==> src/rtl/hfm_pkg.sv <==
// Shared types for the hysteresis frequency meter.
package hfm_pkg;

    // Sequencer state of the restoring divider.
    typedef enum logic {
        DIV_IDLE = 1'b0,
        DIV_STEP = 1'b1
    } hfm_div_state_e;

endpackage

==> src/rtl/hfm_comparator.sv <==
// Hysteresis comparator with rising-step detection.
// Assumes: thresholds are signed and of the sample width. A bad setting
// (hi <= lo) freezes the level. Outputs are registered, one cycle after
// the valid sample.
module hfm_comparator #(
    parameter int SMP_W = 16
) (
    input  logic                    clk,
    input  logic                    rst_n,
    input  logic                    valid_i,
    input  logic signed [SMP_W-1:0] data_i,
    input  logic signed [SMP_W-1:0] hi_i,
    input  logic signed [SMP_W-1:0] lo_i,
    output logic                    err_o,
    output logic                    tick_o,
    output logic                    rise_o
);

    logic lvl_q;
    logic lvl_nxt;

    // Threshold setting check.
    assign err_o = (hi_i <= lo_i);

    // Next comparator level from the current sample.
    always_comb begin
        lvl_nxt = lvl_q;
        if (!err_o) begin
            if (data_i > hi_i) begin
                lvl_nxt = 1'b1;
            end else if (data_i < lo_i) begin
                lvl_nxt = 1'b0;
            end
        end
    end

    // Level register and per-sample tick / rising-step pulses.
    always_ff @(posedge clk) begin
        if (!rst_n) begin
            lvl_q  <= 1'b0;
            tick_o <= 1'b0;
            rise_o <= 1'b0;
        end else begin
            tick_o <= valid_i;
            rise_o <= valid_i && lvl_nxt && !lvl_q;
            if (valid_i) begin
                lvl_q <= lvl_nxt;
            end
        end
    end

    // a bad threshold setting freezes the level.
    a_r8_hold_on_err: assert property (@(posedge clk) disable iff (!rst_n)
        (valid_i && err_o) |=> $stable(lvl_q));

    // no valid sample, no change and no pulse.
    a_r10_idle_hold: assert property (@(posedge clk) disable iff (!rst_n)
        !valid_i |=> ($stable(lvl_q) && !tick_o && !rise_o));

    // a crossing is always a step from a low level to a high one.
    a_r2_rise_from_low: assert property (@(posedge clk) disable iff (!rst_n)
        rise_o |-> (lvl_q && tick_o));

endmodule

==> src/rtl/hfm_period_acc.sv <==
// Period counter and window accumulator.
// Counts valid samples between crossings, sums N periods and issues one
// division request per window. Assumes tick/rise come from the
// comparator. Saturation of the counter disarms and pulses timeout_o.
module hfm_period_acc #(
    parameter int CNT_W = 16,
    parameter int AVG_W = 4,
    parameter int DEN_W = CNT_W + 1 + AVG_W
) (
    input  logic             clk,
    input  logic             rst_n,
    input  logic             tick_i,
    input  logic             rise_i,
    input  logic [AVG_W-1:0] avg_n_i,
    output logic             req_o,
    output logic [DEN_W-1:0] sum_o,
    output logic [AVG_W-1:0] navg_o,
    output logic             timeout_o
);

    localparam logic [CNT_W-1:0] CNT_MAX = {CNT_W{1'b1}};

    logic             armed;
    logic [CNT_W-1:0] cnt;
    logic [DEN_W-1:0] acc_sum;
    logic [AVG_W-1:0] seen;
    logic [AVG_W-1:0] navg_q;
    logic [AVG_W-1:0] navg_eff;
    logic [CNT_W:0]   period;
    logic [DEN_W-1:0] next_sum;
    logic             win_end;

    // Effective averaging count, zero means one.
    assign navg_eff = (avg_n_i == '0) ? AVG_W'(1) : avg_n_i;
    // Length of the period closing at this crossing.
    assign period   = {1'b0, cnt} + (CNT_W+1)'(1);
    assign next_sum = acc_sum + DEN_W'(period);
    assign win_end  = ((seen + AVG_W'(1)) == navg_q);

    // Arming, counting, window summation and request issue.
    always_ff @(posedge clk) begin
        if (!rst_n) begin
            armed     <= 1'b0;
            cnt       <= '0;
            acc_sum   <= '0;
            seen      <= '0;
            navg_q    <= AVG_W'(1);
            req_o     <= 1'b0;
            sum_o     <= '0;
            navg_o    <= AVG_W'(1);
            timeout_o <= 1'b0;
        end else begin
            req_o     <= 1'b0;
            timeout_o <= 1'b0;
            if (tick_i) begin
                if (!armed) begin
                    if (rise_i) begin
                        armed   <= 1'b1;
                        cnt     <= '0;
                        acc_sum <= '0;
                        seen    <= '0;
                        navg_q  <= navg_eff;
                    end
                end else if (rise_i) begin
                    cnt <= '0;
                    if (win_end) begin
                        req_o   <= 1'b1;
                        sum_o   <= next_sum;
                        navg_o  <= navg_q;
                        acc_sum <= '0;
                        seen    <= '0;
                        navg_q  <= navg_eff;
                    end else begin
                        acc_sum <= next_sum;
                        seen    <= seen + AVG_W'(1);
                    end
                end else if (cnt == CNT_MAX) begin
                    armed     <= 1'b0;
                    cnt       <= '0;
                    timeout_o <= 1'b1;
                end else begin
                    cnt <= cnt + CNT_W'(1);
                end
            end
        end
    end

    // a timeout always leaves the block disarmed.
    a_r6_timeout_disarms: assert property (@(posedge clk) disable iff (!rst_n)
        timeout_o |-> !armed);

    // hysteresis makes every period at least two samples long.
    a_r3_window_min: assert property (@(posedge clk) disable iff (!rst_n)
        req_o |-> (sum_o >= DEN_W'({navg_o, 1'b0})));

    // the reported window count is never zero.
    a_r4_navg_nonzero: assert property (@(posedge clk) disable iff (!rst_n)
        req_o |-> (navg_o != '0));

endmodule

==> src/rtl/hfm_divider.sv <==
// Restoring divider, one quotient bit per cycle, NUM_W cycles per divide.
// Assumes den_i is nonzero and start_i is only raised while idle.
// quot_o is valid in the cycle done_o is high.
module hfm_divider
    import hfm_pkg::*;
#(
    parameter int NUM_W = 19,
    parameter int DEN_W = 21
) (
    input  logic             clk,
    input  logic             rst_n,
    input  logic             start_i,
    input  logic [NUM_W-1:0] num_i,
    input  logic [DEN_W-1:0] den_i,
    output logic             busy_o,
    output logic             done_o,
    output logic [NUM_W-1:0] quot_o
);

    localparam int IDX_W = $clog2(NUM_W + 1);

    hfm_div_state_e   state;
    logic [DEN_W-1:0] rem;
    logic [DEN_W-1:0] den_q;
    logic [NUM_W-1:0] quo;
    logic [IDX_W-1:0] idx;
    logic [DEN_W:0]   trial;
    logic             q_bit;
    logic [DEN_W-1:0] rem_nxt;

    // One restoring step: shift in next dividend bit, try to subtract.
    always_comb begin
        trial   = {rem, quo[NUM_W-1]};
        q_bit   = (trial >= {1'b0, den_q});
        rem_nxt = q_bit ? DEN_W'(trial - {1'b0, den_q}) : trial[DEN_W-1:0];
    end

    assign busy_o = (state == DIV_STEP);
    assign quot_o = quo;

    // Sequencer: load operands, iterate, flag completion.
    always_ff @(posedge clk) begin
        if (!rst_n) begin
            state  <= DIV_IDLE;
            rem    <= '0;
            den_q  <= '0;
            quo    <= '0;
            idx    <= '0;
            done_o <= 1'b0;
        end else begin
            done_o <= 1'b0;
            case (state)
                DIV_IDLE: begin
                    if (start_i) begin
                        den_q <= den_i;
                        quo   <= num_i;
                        rem   <= '0;
                        idx   <= IDX_W'(NUM_W - 1);
                        state <= DIV_STEP;
                    end
                end
                DIV_STEP: begin
                    rem <= rem_nxt;
                    quo <= {quo[NUM_W-2:0], q_bit};
                    if (idx == '0) begin
                        state  <= DIV_IDLE;
                        done_o <= 1'b1;
                    end else begin
                        idx <= idx - IDX_W'(1);
                    end
                end
                default: state <= DIV_IDLE;
            endcase
        end
    end

    // a new request never lands on a busy divider.
    a_r3_start_idle: assert property (@(posedge clk) disable iff (!rst_n)
        start_i |-> !busy_o);

    // the partial remainder stays below the divisor while iterating.
    a_r3_rem_below_den: assert property (@(posedge clk) disable iff (!rst_n)
        busy_o |-> (rem < den_q));

endmodule

==> src/rtl/hfm_freq_meter.sv <==
// Hysteresis sampled frequency meter, top level.
// Comparator -> period accumulator -> restoring divider -> held output.
// Assumes valid samples are spaced so that a divide (NUM_W + 3 cycles)
// finishes within two samples; a request that finds the divider busy is
// dropped.
module hfm_freq_meter #(
    parameter int SMP_W = 16,
    parameter int CNT_W = 16,
    parameter int AVG_W = 4,
    parameter int RATE  = 16384,
    localparam int RATE_W = $clog2(RATE + 1),
    localparam int NUM_W  = RATE_W + AVG_W,
    localparam int DEN_W  = CNT_W + 1 + AVG_W
) (
    input  logic                    clk,
    input  logic                    rst_n,
    input  logic                    smp_valid_i,
    input  logic signed [SMP_W-1:0] smp_data_i,
    input  logic signed [SMP_W-1:0] thr_hi_i,
    input  logic signed [SMP_W-1:0] thr_lo_i,
    input  logic [AVG_W-1:0]        avg_n_i,
    output logic [NUM_W-1:0]        freq_o,
    output logic                    freq_upd_o,
    output logic                    no_sig_o,
    output logic                    cfg_err_o
);

    logic             tick;
    logic             rise;
    logic             req;
    logic [DEN_W-1:0] win_sum;
    logic [AVG_W-1:0] win_navg;
    logic             timeout;
    logic             div_busy;
    logic             div_done;
    logic [NUM_W-1:0] div_quot;
    logic [NUM_W-1:0] div_num;

    hfm_comparator #(.SMP_W(SMP_W)) u_cmp (
        .clk     (clk),
        .rst_n   (rst_n),
        .valid_i (smp_valid_i),
        .data_i  (smp_data_i),
        .hi_i    (thr_hi_i),
        .lo_i    (thr_lo_i),
        .err_o   (cfg_err_o),
        .tick_o  (tick),
        .rise_o  (rise)
    );

    hfm_period_acc #(.CNT_W(CNT_W), .AVG_W(AVG_W), .DEN_W(DEN_W)) u_acc (
        .clk       (clk),
        .rst_n     (rst_n),
        .tick_i    (tick),
        .rise_i    (rise),
        .avg_n_i   (avg_n_i),
        .req_o     (req),
        .sum_o     (win_sum),
        .navg_o    (win_navg),
        .timeout_o (timeout)
    );

    // Dividend: sample rate scaled by the number of periods in the window.
    assign div_num = NUM_W'(RATE) * NUM_W'(win_navg);

    hfm_divider #(.NUM_W(NUM_W), .DEN_W(DEN_W)) u_div (
        .clk     (clk),
        .rst_n   (rst_n),
        .start_i (req && !div_busy),
        .num_i   (div_num),
        .den_i   (win_sum),
        .busy_o  (div_busy),
        .done_o  (div_done),
        .quot_o  (div_quot)
    );

    // Output hold register, strobe and no-signal flag.
    always_ff @(posedge clk) begin
        if (!rst_n) begin
            freq_o     <= '0;
            freq_upd_o <= 1'b0;
            no_sig_o   <= 1'b1;
        end else begin
            freq_upd_o <= div_done;
            if (div_done) begin
                freq_o   <= div_quot;
                no_sig_o <= 1'b0;
            end else if (timeout) begin
                freq_o   <= '0;
                no_sig_o <= 1'b1;
            end
        end
    end

    // output held unless a result or a timeout arrives.
    a_r5_hold: assert property (@(posedge clk) disable iff (!rst_n)
        (!div_done && !timeout) |=> $stable(freq_o));

    // the update strobe lasts exactly one cycle.
    a_r5_strobe_single: assert property (@(posedge clk) disable iff (!rst_n)
        freq_upd_o |=> !freq_upd_o);

    // a timeout zeroes the output and raises no-signal.
    a_r6_timeout_zero: assert property (@(posedge clk) disable iff (!rst_n)
        timeout |=> ((freq_o == '0) && no_sig_o && !freq_upd_o));

    // a fresh estimate is never flagged as no-signal.
    a_r9_upd_clears: assert property (@(posedge clk) disable iff (!rst_n)
        freq_upd_o |-> !no_sig_o);

endmodule

==> config.mk <==
export PLATFORM = sky130hd
export DESIGN_NAME = hfm_freq_meter
export DESIGN_NICKNAME = d
export VERILOG_FILES = /design/src/rtl/hfm_pkg.sv /design/src/rtl/hfm_comparator.sv /design/src/rtl/hfm_period_acc.sv /design/src/rtl/hfm_divider.sv /design/src/rtl/hfm_freq_meter.sv
export SDC_FILE = /design/constraint.sdc
export NUM_CORES = 1
export LEC_CHECK = 0
export BUFFER_PORTS_ARGS = -buffer_cell sky130_fd_sc_hd__buf_2
export CAP_MARGIN = 30
export CORE_ASPECT_RATIO = 1.1
export CORE_MARGIN = 3
export CORE_UTILIZATION = 35
export CTS_BUF_LIST = sky130_fd_sc_hd__clkbuf_2
export DETAILED_ROUTE_END_ITERATION = 8
export PLACE_DENSITY_LB_ADDON = 0.12
export RECOVER_POWER = 50
export SKIP_LAST_GASP = 1
export SYNTH_ARGS = -nofsm -noshare
export SYNTH_HDL_FRONTEND = slang
export SYNTH_HIERARCHICAL = 1
export SYNTH_SLANG_ARGS = --single-unit
==> constraint.sdc <==
create_clock -name clk -period 3.76 [get_ports clk]
set_input_delay 0.564 -clock clk [delete_from_list [all_inputs] [get_ports clk]]
set_output_delay 0.564 -clock clk [all_outputs]
set_load 0.005 [all_outputs]
==> Implementation_results.wiki <==
{| class="wikitable"
! Metric !! Value
|-
| Status || finished, violations left
|-
| Failing checks || max-capacitance violations, max-slew violations
|-
| Met3 wire len || 552 um
|-
| Utilization of the core after routing || 39.2%
|-
| Hold Violations, Final || 0
|-
| Area added between synthesis and finish || 9.05%
|-
| Number of I/O port buffers || 76
|-
| Count of filler cells inserted in the layout || 2988
|-
| Total internal power || 2.09 mW
|-
| Core Region || 28200 um2
|-
| RePlAce Congestion || 0.840
|-
| Net switching power || 0.894 mW
|-
| Number of global-route vias before repair || 8515
|-
| Share of total power consumed by net switching || 30.0%
|-
| Relative contribution of sequential cells to total power || 59.2%
|-
| Ratio of total power to cell area || 270 nW/um2
|-
| Cell-by-cell listing of the critical path || buf_2, inv_1, ha_1, nand4_4, nor4_1, o21ai_2, and3_4, a211o_2, buf_2
|-
| Number of flops mapped to enable cells by yosys || 0
|-
| Initial antenna violation count || 1
|-
| Maximum number of pins on one net before global-route repair || 49
|-
| Met1 wire length || 12200 um
|-
| CTS sink cnt || 165
|-
| Most numerous cell in the Yosys netlist || sky130_fd_sc_hd__nand2_1
|-
| Maximum VDD drop || 0.206 mV
|-
| TritonCTS Buffers || 17
|-
| Count of cell types in the netlist || 84
|-
| Arrival @ worst endpoint || 2.49 ns
|-
| Max-cap violations || 1
|-
| Buffers inserted during post-CTS setup optimization || 0
|-
| Cell chosen for the clock root || sky130_fd_sc_hd__clkbuf_2
|-
| CP endpoint kind || primary output
|-
| Clk_lat worst skew || 0.75 ns
|-
| Number of standard-cell rows in the floorplan || 64
|-
| Maximum clock rate || 328 MHz
|-
| Compound-cell area share of the yosys netlist || 22.2%
|-
| Top area cells in the synthesized netlist || sky130_fd_sc_hd__dfxtp_1, sky130_fd_sc_hd__ha_1, sky130_fd_sc_hd__nand2_1
|-
| Rel. slew slack || -6.05%
|-
| Post-Synthesis Mean Instance Area || 8.02 um2
|-
| Most used cell, CP || sky130_fd_sc_hd__buf_2
|-
| Pins over their slew limit || 24
|-
| Antenna-violating nets left || 0
|-
| Seq/Total Area, Yosys || 32.6%
|-
| Detailed Route Iter0 Violations || 414
|-
| Leftover overflow at the end of global routing || 0
|-
| Multiplexer fraction of the synthesized cell area || 3.28%
|-
| Die Footprint || 31100 um2
|-
| Post-synth top cells || sky130_fd_sc_hd__nand2_1, sky130_fd_sc_hd__dfxtp_1, sky130_fd_sc_hd__o21ai_0, sky130_fd_sc_hd__ha_1, sky130_fd_sc_hd__a21oi_1
|-
| Via/cell ratio || 5.11
|-
| Post-synthesis share of cell area spent on and, or, nand and nor gates || 22.0%
|-
| Synth Instances || 1265
|-
| Pin slew with the least headroom to its limit || 1.59 ns
|-
| Clock slew at the register clock pins of the worst setup and hold paths || 0.27 ns
|-
| Iteration count of the initial detailed-routing pass || 4
|-
| Synth warn || 6
|-
| Setup_tns || 0 ns
|-
| Post-Synth Adder-Cell Area || 11.3%
|-
| Die Ht || 185 um
|-
| Clock power share || 33.0%
|-
| Most used DFF post-synth || sky130_fd_sc_hd__dfxtp_1
|-
| Worst path required time || 3.20 ns
|-
| Reported leakage power || 4.43 nW
|-
| Total Routed Length || 24600 um
|-
| Hold-critical path depth || 3
|-
| Proportion of netlist area held by the largest area contributor || 32.6%
|-
| Share of the cycle needed by the critical path after routing || 81.2%
|-
| Final count of negative-setup-slack endpoints || 0
|-
| Synth Area in XOR/XNOR || 3.02%
|-
| I/O pin count || 77
|-
| Cell type with the highest aggregate area in the netlist || sky130_fd_sc_hd__dfxtp_1
|-
| Buffers from clock root to sink, at most || 2
|-
| Main combinational cell family by area after synthesis || compound AO/OA/AOI/OAI gates
|-
| Avg WL per Cell || 14.4 um
|-
| Placed wire-length estimate after detailed placement || 18700 um
|-
| Hold WS || 0.0960 ns
|-
| Initial cell density of the core || 36.0%
|-
| Count of state elements after synthesis || 165
|-
| Horiz. Die Dim || 168 um
|-
| Length of routed met2 wiring || 11400 um
|-
| # resized after CTS || 0
|-
| Final Critical Period || 3.05 ns
|-
| Maximum fanout encountered on the critical timing path || 4
|-
| Max stage delay cell, worst path || sky130_fd_sc_hd__nor4_1
|-
| H-tree levels || 4
|-
| Unrepaired setup endpoints after global routing || no
|-
| Global-route total usage across every layer || 15.9%
|-
| Drt drc || 0
|-
| Share of final-layout standard cells stronger than drive strength 1 || 9.59%
|-
| Critical path start-end classification || in2out
|-
| Max incr delay on CP || 0.54 ns
|-
| Net count of the finished layout || 1477
|-
| Worst R2R Path Depth || 5
|-
| Relative contribution of combinational cells to total power || 7.7%
|-
| Startpoint kind of the worst setup timing path || primary input
|-
| Global-route wire length before repair || 41700 um
|-
| TritonCTS clock tree || done
|-
| Post-Syn Area || 10100 um2
|-
| Post-synthesis async set-or-reset flop share || 0%
|-
| DR vias || 8725
|-
| Clk_skew || 0.0640 ns
|-
| Path type of the worst min-delay path || in2reg
|-
| Highest metal layer with signal wires || met4
|}
cell families after synthesis:
group,Yosys count
other,1
AOI/OAI and AO/OA,350
and+or+nand+nor,457
DFF,165
buffers and inverters,134
muxes,33
xor gates and xnor gates,35
adders and majority gates,90
power by group through the flow:
| stage | logic [mW] | clock network [mW] | registers [mW] |
|---|---|---|---|
| finish | 0.231 | 0.985 | 1.76 |
| detailed placement | 0.238 | 0 | 1.79 |
| floorplan | 0.153 | 0 | 1.79 |
| global route | 0.269 | 1.11 | 1.77 |
| global placement | 0.233 | 0 | 1.79 |
| CTS | 0.239 | 1.04 | 1.77 |
metrics by stage:
| stage | power (mW) | cells | setup WS (ns) | instance area (um2) |
|---|---|---|---|---|
| after floorplan | 1.94 | 1279 | 1.14 | 10200 |
| after detailed placement | 2.03 | 1674 | 0.711 | 10900 |
| after CTS | 3.04 | 1706 | 0.822 | 11200 |
| after global placement | 2.03 | 1672 | 0.773 | 10800 |
| final | 2.98 | 1709 | 0.707 | 11100 |
| after global routing | 3.15 | 1709 | 0.384 | 11100 |
layout make-up:
cell class              count  area, um2  share of cell area [%]
repair buffers             95        484                    4.38
multi-input cells         980       6280                    56.8
inverters                  73        274                    2.48
well taps                 363        454                    4.11
clock inverters            15        174                    1.57
diodes                      1       2.50                  0.0226
clock buffers              17       85.1                   0.769
flip-flops and latches    165       3300                    29.9
worst max-delay path, delay by kind of cell:
kind,cells,cell delay (ns)
and+or+nand+nor,3,0.88
adders and majority gates,1,0.37
AOI/OAI and AO/OA,2,0.42
buffers and inverters,3,0.26
worst paths after layout:
kind / from / slack, ns / endpoint
worst max-delay path: thr_lo_i[15] / 0.71 / cfg_err_o
worst min-delay path: avg_n_i[2] / 0.1 / u_acc/navg_q[2]
worst max register to register: u_acc/req_o / 0.74 / u_div/rem[11]
worst min register to register: u_cmp/lvl_q / 0.45 / u_cmp/rise_o
cell usage in the layout, fill, tap and decap left out, drive strengths merged, types with 4 or more instances in the layout:
cell type / instances
nand2: 175
dfxtp: 165
o21ai: 122
ha: 88
a21oi: 84
inv: 82
nor2: 79
buf: 70
nand3: 44
clkbuf: 40
and2: 33
nand2b: 32
mux2i: 31
a21o: 26
xnor2: 25
a21boi: 23
nand4: 20
nor3: 19
a211oi: 18
conb: 15
a22oi: 11
xor2: 10
nor2b: 10
and3: 10
or3: 9
o211ai: 8
a31oi: 8
o21a: 7
clkinv: 6
nor4: 5
o21bai: 4
nor3b: 4
nand3b: 4
a311oi: 4
repair_timing:
| item | in CTS | in global routing |
|---|---|---|
| hold buffers | 0 | 2 |
| hold endpoints to repair | 0 | 2 |
| setup endpoints to repair | 0 | 0 |
sequential cells by signal, indices dropped and copies added, names as in the netlist, 4 cells and up:
name and cells:
u_acc/sum_o 21, u_div/rem 21, u_acc/seen 4, u_acc/navg_q 4, u_acc/navg_o 4, freq_o 19
u_div/den_q 21, u_div/idx 5, u_div/quot_o 19, u_acc/cnt 16, u_acc/acc_sum 21
layer usage:
layer	vias to the layer above	track usage [%]
li1	4595	-
met1	4023	21.1
met2	82	27.0
met3	25	2.83
met4	0	3.96
met5	-	0
(Power assumes the default switching activity.)
